**src/rtl/hmacl_pkg.sv**
```systemverilog
package hmacl_pkg;

  localparam int unsigned WORD_W = 32;
  localparam int unsigned HALF_W = WORD_W / 2;
  localparam int unsigned ACC_W  = 2 * WORD_W;
  localparam int unsigned IDX_W  = 4;

  typedef struct packed {
    logic              dec_ok;
    logic              we_hi;
    logic              we_lo;
    logic [IDX_W-1:0]  idx_hi;
    logic [IDX_W-1:0]  idx_lo;
    logic [WORD_W-1:0] hi;
    logic [WORD_W-1:0] lo;
  } wb_t;

  // Return the chosen half of a word as a signed value.
  function automatic logic signed [HALF_W-1:0] pick_half(
    input logic [WORD_W-1:0] w, input logic take_top);
    return take_top ? w[WORD_W-1:HALF_W] : w[HALF_W-1:0];
  endfunction

  // Signed halfword product.
  function automatic logic signed [WORD_W-1:0] mul_half(
    input logic signed [HALF_W-1:0] a, input logic signed [HALF_W-1:0] b);
    return WORD_W'(a * b);
  endfunction

  // Sign-extend the product and add it to the accumulator; the sum wraps.
  function automatic logic [ACC_W-1:0] acc_add(
    input logic [ACC_W-1:0] acc, input logic signed [WORD_W-1:0] p);
    logic [ACC_W-1:0] ext;
    ext = {{WORD_W{p[WORD_W-1]}}, p};
    return acc + ext;
  endfunction

endpackage

```
**src/rtl/hmacl_decode.sv**
```systemverilog
module hmacl_decode
  import hmacl_pkg::*;
#(
  parameter int unsigned IW = WORD_W,
  parameter int unsigned IXW = IDX_W
) (
  input  logic [IW-1:0]  instr,
  output logic           ok,
  output logic           n_top,
  output logic           m_top,
  output logic [IXW-1:0] hi_idx,
  output logic [IXW-1:0] lo_idx
);
  localparam logic [7:0] FIXED_OP = 8'h14;
  localparam int unsigned HI_LSB = 16;
  localparam int unsigned LO_LSB = 12;

  always_comb begin
    ok     = (instr[27:20] == FIXED_OP) && instr[7] && !instr[4];
    n_top  = instr[5];
    m_top  = instr[6];
    hi_idx = instr[HI_LSB +: IXW];
    lo_idx = instr[LO_LSB +: IXW];
  end
endmodule

```
**src/rtl/hmacl_datapath.sv**
```systemverilog
module hmacl_datapath
  import hmacl_pkg::*;
#(
  parameter int unsigned W = WORD_W
) (
  input  logic         [W-1:0] src_n,
  input  logic         [W-1:0] src_m,
  input  logic                 n_top,
  input  logic                 m_top,
  input  logic         [W-1:0] acc_hi,
  input  logic         [W-1:0] acc_lo,
  output logic signed  [W-1:0] prod,
  output logic         [W-1:0] sum_hi,
  output logic         [W-1:0] sum_lo
);
  localparam int unsigned NOPS = 2;

  logic        [W-1:0]   srcs [NOPS];
  logic                  tops [NOPS];
  logic signed [W/2-1:0] half [NOPS];
  logic        [2*W-1:0] sum;

  assign srcs[0] = src_n;
  assign srcs[1] = src_m;
  assign tops[0] = n_top;
  assign tops[1] = m_top;

  for (genvar g = 0; g < NOPS; g++) begin : g_sel
    assign half[g] = pick_half(srcs[g], tops[g]);
  end

  always_comb begin
    prod   = mul_half(half[0], half[1]);
    sum    = acc_add({acc_hi, acc_lo}, prod);
    sum_hi = sum[2*W-1:W];
    sum_lo = sum[W-1:0];
  end
endmodule

```
**src/rtl/hmacl_stage.sv**
```systemverilog
module hmacl_stage
  import hmacl_pkg::*;
(
  input  logic clk,
  input  logic rst,
  input  logic in_valid,
  input  wb_t  d,
  output logic out_valid,
  output wb_t  q
);
  always_ff @(posedge clk) begin
    if (rst) begin
      out_valid <= 1'b0;
      q         <= '0;
    end else begin
      out_valid <= in_valid;
      if (in_valid) q <= d;
      else begin
        q.we_hi <= 1'b0;
        q.we_lo <= 1'b0;
      end
    end
  end
endmodule

```
**src/rtl/hmacl_unit.sv**
```systemverilog
module hmacl_unit
  import hmacl_pkg::*;
#(
  parameter int unsigned W   = WORD_W,
  parameter int unsigned IXW = IDX_W
) (
  input  logic           clk,
  input  logic           rst,
  input  logic           in_valid,
  input  logic [W-1:0]   instr,
  input  logic           cond_pass,
  input  logic [W-1:0]   src_n,
  input  logic [W-1:0]   src_m,
  input  logic [W-1:0]   acc_hi,
  input  logic [W-1:0]   acc_lo,
  output logic           res_valid,
  output logic           dec_ok,
  output logic           we_hi,
  output logic           we_lo,
  output logic [IXW-1:0] idx_hi,
  output logic [IXW-1:0] idx_lo,
  output logic [W-1:0]   res_hi,
  output logic [W-1:0]   res_lo
);
  logic           d_ok, d_n_top, d_m_top;
  logic [IXW-1:0] d_hi_idx, d_lo_idx;
  logic signed [W-1:0] prod;
  logic [W-1:0]   sum_hi, sum_lo;

  // Named events for the checker.
  logic wr_commit;
  logic idx_collide;
  wb_t  wb_d, wb_q;

  hmacl_decode #(.IW(W), .IXW(IXW)) u_dec (
    .instr (instr),
    .ok    (d_ok),
    .n_top (d_n_top),
    .m_top (d_m_top),
    .hi_idx(d_hi_idx),
    .lo_idx(d_lo_idx)
  );

  hmacl_datapath #(.W(W)) u_dp (
    .src_n (src_n),
    .src_m (src_m),
    .n_top (d_n_top),
    .m_top (d_m_top),
    .acc_hi(acc_hi),
    .acc_lo(acc_lo),
    .prod  (prod),
    .sum_hi(sum_hi),
    .sum_lo(sum_lo)
  );

  assign wr_commit   = in_valid && d_ok && cond_pass;
  assign idx_collide = (d_hi_idx == d_lo_idx);

  always_comb begin
    wb_d.dec_ok = d_ok;
    wb_d.we_hi  = wr_commit;
    wb_d.we_lo  = wr_commit && !idx_collide;
    wb_d.idx_hi = d_hi_idx;
    wb_d.idx_lo = d_lo_idx;
    wb_d.hi     = sum_hi;
    wb_d.lo     = sum_lo;
  end

  hmacl_stage u_stage (
    .clk      (clk),
    .rst      (rst),
    .in_valid (in_valid),
    .d        (wb_d),
    .out_valid(res_valid),
    .q        (wb_q)
  );

  assign dec_ok = wb_q.dec_ok;
  assign we_hi  = wb_q.we_hi;
  assign we_lo  = wb_q.we_lo;
  assign idx_hi = wb_q.idx_hi;
  assign idx_lo = wb_q.idx_lo;
  assign res_hi = wb_q.hi;
  assign res_lo = wb_q.lo;
endmodule

```
**config.mk**
```make
export PLATFORM = sky130hd
export DESIGN_NAME = hmacl_unit
export DESIGN_NICKNAME = d
export VERILOG_FILES = /design/src/rtl/hmacl_pkg.sv /design/src/rtl/hmacl_decode.sv /design/src/rtl/hmacl_datapath.sv /design/src/rtl/hmacl_stage.sv /design/src/rtl/hmacl_unit.sv
export SDC_FILE = /design/constraint.sdc
export NUM_CORES = 1
export LEC_CHECK = 0
export BUFFER_PORTS_ARGS = -buffer_cell sky130_fd_sc_hd__buf_2
export CAP_MARGIN = 20
export CELL_PAD_IN_SITES_DETAIL_PLACEMENT = 1
export CELL_PAD_IN_SITES_GLOBAL_PLACEMENT = 2
export CORE_MARGIN = 2
export CORE_UTILIZATION = 30
export DETAILED_ROUTE_END_ITERATION = 7
export PLACE_DENSITY = 0.75
export SLEW_MARGIN = 20
export SYNTH_ARGS = -nofsm -noshare
export SYNTH_HDL_FRONTEND = slang
export SYNTH_SLANG_ARGS = --single-unit
```
**constraint.sdc**
```tcl
create_clock -name clk -period 19.1 [get_ports clk]
set_input_delay 5.73 -clock clk [delete_from_list [all_inputs] [get_ports clk]]
set_output_delay 5.73 -clock clk [all_outputs]
set_load 0.02 [all_outputs]
```
* Word level (Yosys, flattened, before mapping)
Index checks and enable logic that the tools add are counted.
** Word-level totals
- Bits in registers :: 76
- Input bits :: 164
- Output and inout port bits :: 76
- Logic and storage cells :: 23
** Operators by class
- $add $sub $neg :: 1
- Multiply operators :: 1
- Equality and inequality tests :: 2
- Muxes and demuxes :: 2
- Bitwise operators :: 1
- Reductions and logical operators :: 8
** Operators with widths (number)
- $add A64 B64 Y64 :: 1
- $mul A16 B16 Y32 :: 1
- $mux W16 :: 2
- $eq A8 B5 Y1 const B :: 1
- $logic_and A1 B1 Y1 :: 5
- $eq A4 B4 Y1 :: 1
- $logic_not A1 Y1 :: 2
- $reduce_or A2 Y1 :: 1
- $not A1 Y1 :: 1

* Depth between registers and ports, before layout
Gate-level depths: netlist of run 1.
- Depth after elaboration :: 6
- Depth in mapped cells :: 43
- Depth with buffers taken out :: 40

* Cells and area by module
From an unflattened synthesis of run 1, not the netlist that was laid out.
** Unflattened totals
- Cell total of the unflattened synthesis :: 1896
- Area total of the unflattened synthesis :: 16400.7 um^2
** Modules (own cells, without submodules)
- hmacl_datapath :: times used 1, cells an instance 1636, area an instance 13528.0 um^2, seq. area each 0.0 um^2
- hmacl_stage :: times used 1, cells an instance 241, area an instance 2717.6 um^2, seq. area each 1521.5 um^2
- hmacl_decode :: times used 1, cells an instance 13, area an instance 102.6 um^2, seq. area each 0.0 um^2
- hmacl_unit :: times used 1, cells an instance 6, area an instance 52.6 um^2, seq. area each 0.0 um^2

* Worst setup path after synthesis of run 1
No wires, ideal clock.
- Kind :: input to register
- Start point :: in instr[6]
- End point :: reg u_stage.q[53] (netlist bit)
- Library setup time :: 116 ps
- Data arrival time :: 16364 ps
- Required time :: 18984 ps
- Path slack :: 2620 ps
- Cell stages on the path :: 39
- Buffers on the path :: 4
- Cells stage by stage :: clkbuf_1 > clkbuf_1 > buf_1 > mux2i_1 > nor2_1 > fa_1 > inv_1 > fa_1 > fa_1 > inv_1 > fa_1 > fa_1 > inv_1 > fa_1 > inv_1 > ha_1 > and3_1 > nand3_1 > [... 3 more ...] > a211oi_1 > o21ai_0 > a21oi_1 > xnor2_1 > ha_1 > clkbuf_1 > a21oi_1 > o21ai_1 > a21oi_1 > o31a_1 > o211ai_1 > a221o_1 > a31oi_1 > o21ai_1 > a21boi_0 > xnor2_1 > nor2_1 > a31o_2
** On the way
- Longest elaborated chain between the ends :: 3
** RTL lines
- from (decl) :: RTL line hmacl_unit.sv:10 : input logic [W-1:0] instr,
- $mux W16 :: RTL line hmacl_pkg.sv:21 : return take_top ? w[WORD_W-1:HALF_W] : w[HALF_W-1:0];
- $mul A16 B16 Y32 :: RTL line hmacl_pkg.sv:27 : return WORD_W'(a * b);
- $add A64 B64 Y64 :: RTL line hmacl_pkg.sv:35 : return acc + ext;
- to (decl) :: RTL line hmacl_stage.sv:9 : output wb_t q
No other way between the ends.
A chain may end at the register's enable or synchronous reset.

* Worst setup path in the final report of run 1
- Start point :: in instr[5]
- End point :: reg u_stage.q[59] (netlist bit)
The elaborated chain is that of the path after synthesis.

==> flow_summary.yaml, run 1 <==
sta:
  fin_crit_sh: 0.860
  skew_ns: 0
  setup_tns_ns: 0
  timing.final.ws_setup_ns: 2.67
  worst_pin_slew_ns: 1.08
  rsz0062_at_grt: "false"
  hold_viol: 0
  slew_headroom: 0.257
  setup_violations: 0
  period_needed_ns: 16.43
  slew_violations: 0
  max_freq_mhz: 60.9
floorplan:
  initial_core_util: 0.303
  die_w_microns: 237
  dieArea_sq_um: 56200
  floorplan.io_pins: 240
  core-area_sq_um: 53700
  fp.dieH_microns: 237
  rows: 85
clocking:
  htree_levels: 3
  cts_sinks: 76
  clock_latency_ns: 0.33
  cts_buffers: 9
  cts_hold_buf: 0
  cts_resized: 0
  clk_pin_slew_ns: 0.06
  cts.root.buffer_cell: "clkbuf_16"
  clockBufferDepth: 2
  cts_tree: "built"
  cts_setup_buffers: 0
critical_path:
  cp_max_fo: 34
  start_kind: "input pin"
  crit_path_frequent_cell: "fa_1"
  cp-end-kind: "register"
  crit_required_ns: 19.31
  cp_slowest_cell: "mux2i_1"
  cp_num_buf_inv: 6
  rr_worst_depth: 4
  max_stage_delay_ns: 0.89
  critPathTopFamily: "compound AO/OA/AOI/OAI gates"
  criticalPathCategory: "in2reg"
  arrival_ns: 16.64
  rrSetupSlack_ns: 18.06
  path_depth: 35
route:
  drtPass1Iterations: 5
  drtAntennaViolNets: 0
  drcViolationCount: 0
  wl_microns: 50700
  avgViaCountPerCell: 4.93
  dr_total_vias: 13700
  wire_per_inst_microns: 18.2
  dr.first_iter.drc_count: 526
global_routing:
  grt_overflow_total: 0
  grt_pass1_vias: 15100
  antenna_found_initial: 5
  grt_usage: 0.185
  grt_max_degree: 69
  grt_pass1_wl_microns: 82400
yosys:
  synth_fp_nets: 2465
  ys_seq_area_frac: 0.0934
  synth-edff-count: 0
  synth-seq-cells: 76
  synth_cells: 1890
  synth_area_leaders: "fa_1 (32%), ha_1 (11%), dfxtp_1 (9.3%)"
  synth_top_area_cell: "fa_1"
  yosysWarnings: 0
  syn_area_sq_um: 16300
  synth-async-reset-ratio: 0
  synth_flop_cell: "dfxtp_1"
  syn_avg_cell_area_sq_um: 8.62
  synth_cell_type_count: 72
  yosys.area.top_type_share: 0.323
placement:
  dp_cells: 2771
  postPlaceCellArea_sq_um: 18200
  hpwl_microns: 44400
  io_buffers: 227
  place_ws_ns: 2.26
  routabilityCongestion: 0.860
layout:
  final_cells: 2786
  final_common_cell: "inv_1"
  final_cell_mix: "inv_1 (305), fa_1 (263), nor2_1 (247)"
  drive_gt1_frac: 0.152
  area_growth_pct: 13.4
  design_area_sq_um: 18500
  nets: 2661
status:
  status: "completed"
flow_run:
  maxCapViolations: 0
min_path:
  hold_path_depth: 2
  hp-class: "reg2reg"
[layout make-up]
type,count,area (sq um)
fill,6372,35200
clock inverter,2,12.5
inverter,306,1150
antenna,1,2.50
tap,696,871
multi-input combinational,1444,13400
timing repair buffer,249,1300
sequential,76,1520
clock buffer,12,246
[worst paths after layout]
check,startpoint,end
min,u_stage.q[56]$_SDFFE_PP0P_,u_stage.q[56]$_SDFFE_PP0P_
max,instr[5],u_stage.q[59]$_SDFFE_PP0P_
min reg2reg,u_stage.q[56]$_SDFFE_PP0P_,u_stage.q[56]$_SDFFE_PP0P_
max reg2reg,u_stage.q[62]$_SDFFE_PP0P_,u_stage.q[62]$_SDFFE_PP0P_
[tightest hold or removal path: stages, from the launching register on]
cell and delay [ns]:
dfxtp_1 0.30, nand2_1 0.05, o21ai_1 0.05
[cells by family after synthesis]
family	count (synthesis)	synth area share
and+or+nand+nor	516	0.135
adders and majority gates	411	0.437
buffers and inverters	370	0.0868
AOI/OAI and AO/OA	316	0.128
muxes	106	0.0672
xor gates and xnor gates	95	0.0520
DFF	76	0.0934
[state kept, by name (all words and copies together), names as in the netlist]
signal,flops
u_stage.q,75
u_stage.out_valid,1
[per-stage QoR]
step	hold WS, ns	utilization
CTS	0.453	0.344
detailed placement	0.445	0.339
floorplan	0.526	-
global placement	0.439	0.339
finish	0.445	0.344
global route	0.483	0.344
[routing by layer]
metal  track usage  share of wire
met1         0.242           0.44
met2         0.331           0.51
met3        0.0171          0.027
met4        0.0368          0.017
met5             0        0.00095
[cell usage after synthesis (10+ instances only)]
master,n
a31oi_1,13
nor2_1,247
clkbuf_1,50
a21oi_1,103
inv_1,305
a21o_1,55
mux2_2,26
o21bai_1,15
a211oi_1,10
fa_1,263
o21ai_0,43
o21a_1,10
nand3_1,14
nand2_1,160
dfxtp_1,76
xor2_1,25
or2_2,10
mux2i_1,80
nor2b_1,13
nor3_1,18
ha_1,148
xnor2_1,69
nand4_1,14
nand2b_1,11
Power of run 1 is left out: the tool's default activity adds up to more than one toggle a clock period on the data nets, which glitch-free logic cannot reach.
==> run 2: changes to the inputs <==
CORE_MARGIN = unset   (was 2)
CORE_UTILIZATION = 36   (was 30)
PLACE_DENSITY = 0.87   (was 0.75)
==> run 2 against run 1 <==
Against the previous run:
- critical path type unchanged
- routed wire length is 2.0% lower
- critical endpoint is now u_stage.q[55]$_SDFFE_PP0P_
- setup slack worse by 0.12 ns
- final cell count is 3.6% lower
==> flow_summary.yaml, run 2 (synthesis gave the netlist of run 1 again) <==
status:
  status: "completed"
global_routing:
  grt_usage: 0.219
  grt_pass1_vias: 15300
  antenna_found_initial: 5
  grt_pass1_wl_microns: 80700
  use_met3: 0.0306
  grtUsageMet1: 0.280
  use_met2: 0.389
  busiest_layer: "met2"
  grt_max_degree: 69
  grt_overflow_total: 0
sta:
  slew_violations: 0
  setup_violations: 0
  timing.final.ws_setup_ns: 2.55
  slew_headroom: 0.307
  skew_ns: 0
  rsz0062_at_grt: "false"
  fin_crit_sh: 0.866
  max_freq_mhz: 60.4
  setup_tns_ns: 0
  worst_pin_slew_ns: 1.01
  hold_viol: 0
  period_needed_ns: 16.55
layout:
  final_cell_mix: "inv_1 (305), fa_1 (263), nor2_1 (247)"
  final_common_cell: "inv_1"
  top_regs: "u_stage.q x75, u_stage.out_valid x1"
  largest_reg_flops: 75
  drive_gt1_frac: 0.153
  area_growth_pct: 13.2
  nets: 2661
  largest-register: "u_stage.q"
min_path:
  hold_path_depth: 2
  hold_path.startpoint: "u_stage.q[56]$_SDFFE_PP0P_"
  hp-class: "reg2reg"
  holdPathEnd: "u_stage.q[56]$_SDFFE_PP0P_"
critical_path:
  rr_worst_depth: 4
  r2r_end: "u_stage.q[62]$_SDFFE_PP0P_"
  criticalPathCategory: "in2reg"
  crit_path_frequent_cell: "fa_1"
  r2r-start: "u_stage.q[62]$_SDFFE_PP0P_"
  crit_required_ns: 19.34
  cp_max_fo: 34
  max_stage_delay_ns: 0.83
  cp_slowest_cell: "mux2i_1"
  arrival_ns: 16.79
  rrSetupSlack_ns: 18.05
  start_kind: "input pin"
  cp-end-kind: "register"
route:
  wl_microns: 49700
  drtPass1Iterations: 4
  drtAntennaViolNets: 0
  dr_total_vias: 13800
  wire_per_inst_microns: 18.5
  drcViolationCount: 0
  dr.first_iter.drc_count: 491
  avgViaCountPerCell: 5.15
clocking:
  cts_hold_buf: 0
  clock_latency_ns: 0.34
  clk_pin_slew_ns: 0.06
  cts_resized: 0
  cts_setup_buffers: 0
  cts_sinks: 76
  htree_levels: 3
  cts_buffers: 9
  clockBufferDepth: 2
  cts_tree: "built"
  cts.root.buffer_cell: "clkbuf_16"
floorplan:
  die_w_microns: 215
  core-area_sq_um: 44400
  floorplan.io_pins: 240
  fp.dieH_microns: 215
  dieArea_sq_um: 46100
  initial_core_util: 0.367
  rows: 77
placement:
  routabilityCongestion: 0.883
  io_buffers: 227
  hpwl_microns: 43000
  place_ws_ns: 2.27
flow_run:
  maxCapViolations: 0
-- run 2: worst max-delay path by stage --
stage	start	end	slack (ns)	cells past startpoint
detailed placement	instr[5]	u_stage.q[55]$_SDFFE_PP0P_	2.27	36
floorplan	instr[6]	u_stage.q[53]$_SDFFE_PP0P_	2.62	39
global route	instr[5]	u_stage.q[55]$_SDFFE_PP0P_	1.92	38
CTS	instr[5]	u_stage.q[55]$_SDFFE_PP0P_	2.59	36
global placement	instr[5]	u_stage.q[55]$_SDFFE_PP0P_	2.49	38
finish	instr[5]	u_stage.q[55]$_SDFFE_PP0P_	2.55	36
-- run 2: cell type report --
type	count	area (sq um)
fill	5310	26000
multi-input combinational	1444	13400
sequential	76	1520
timing repair buffer	249	1300
inverter	306	1150
tap	592	741
clock buffer	9	225
clock inverter	7	124
antenna	3	7.51
-- run 2: stage by stage --
step	util	std cells	area, sq um	hold slack, ns
floorplan	-	1890	16300	0.526
global placement	0.407	2667	18100	0.435
detailed placement	0.407	2667	18100	0.450
CTS	0.415	2683	18400	0.459
global route	0.415	2684	18400	0.483
finish	0.415	2686	18400	0.454
-- run 2: per-layer routing --
metal | up-vias | wire [microns]
met3 | 57 | 1950
met5 | - | 41
li1 | 6506 | -
met4 | 6 | 969
met2 | 262 | 25100
met1 | 7004 | 21600
-- run 2: worst max-delay path: cells and delay by family --
kind,cells,cell delay [ns]
compound gates,15,4.56
xor+xnor,2,0.33
buf+inv,7,1.26
fa+ha+maj,8,3.72
simple gates,3,0.34
mux,1,0.83
Power of run 2 is left out for the same reason.
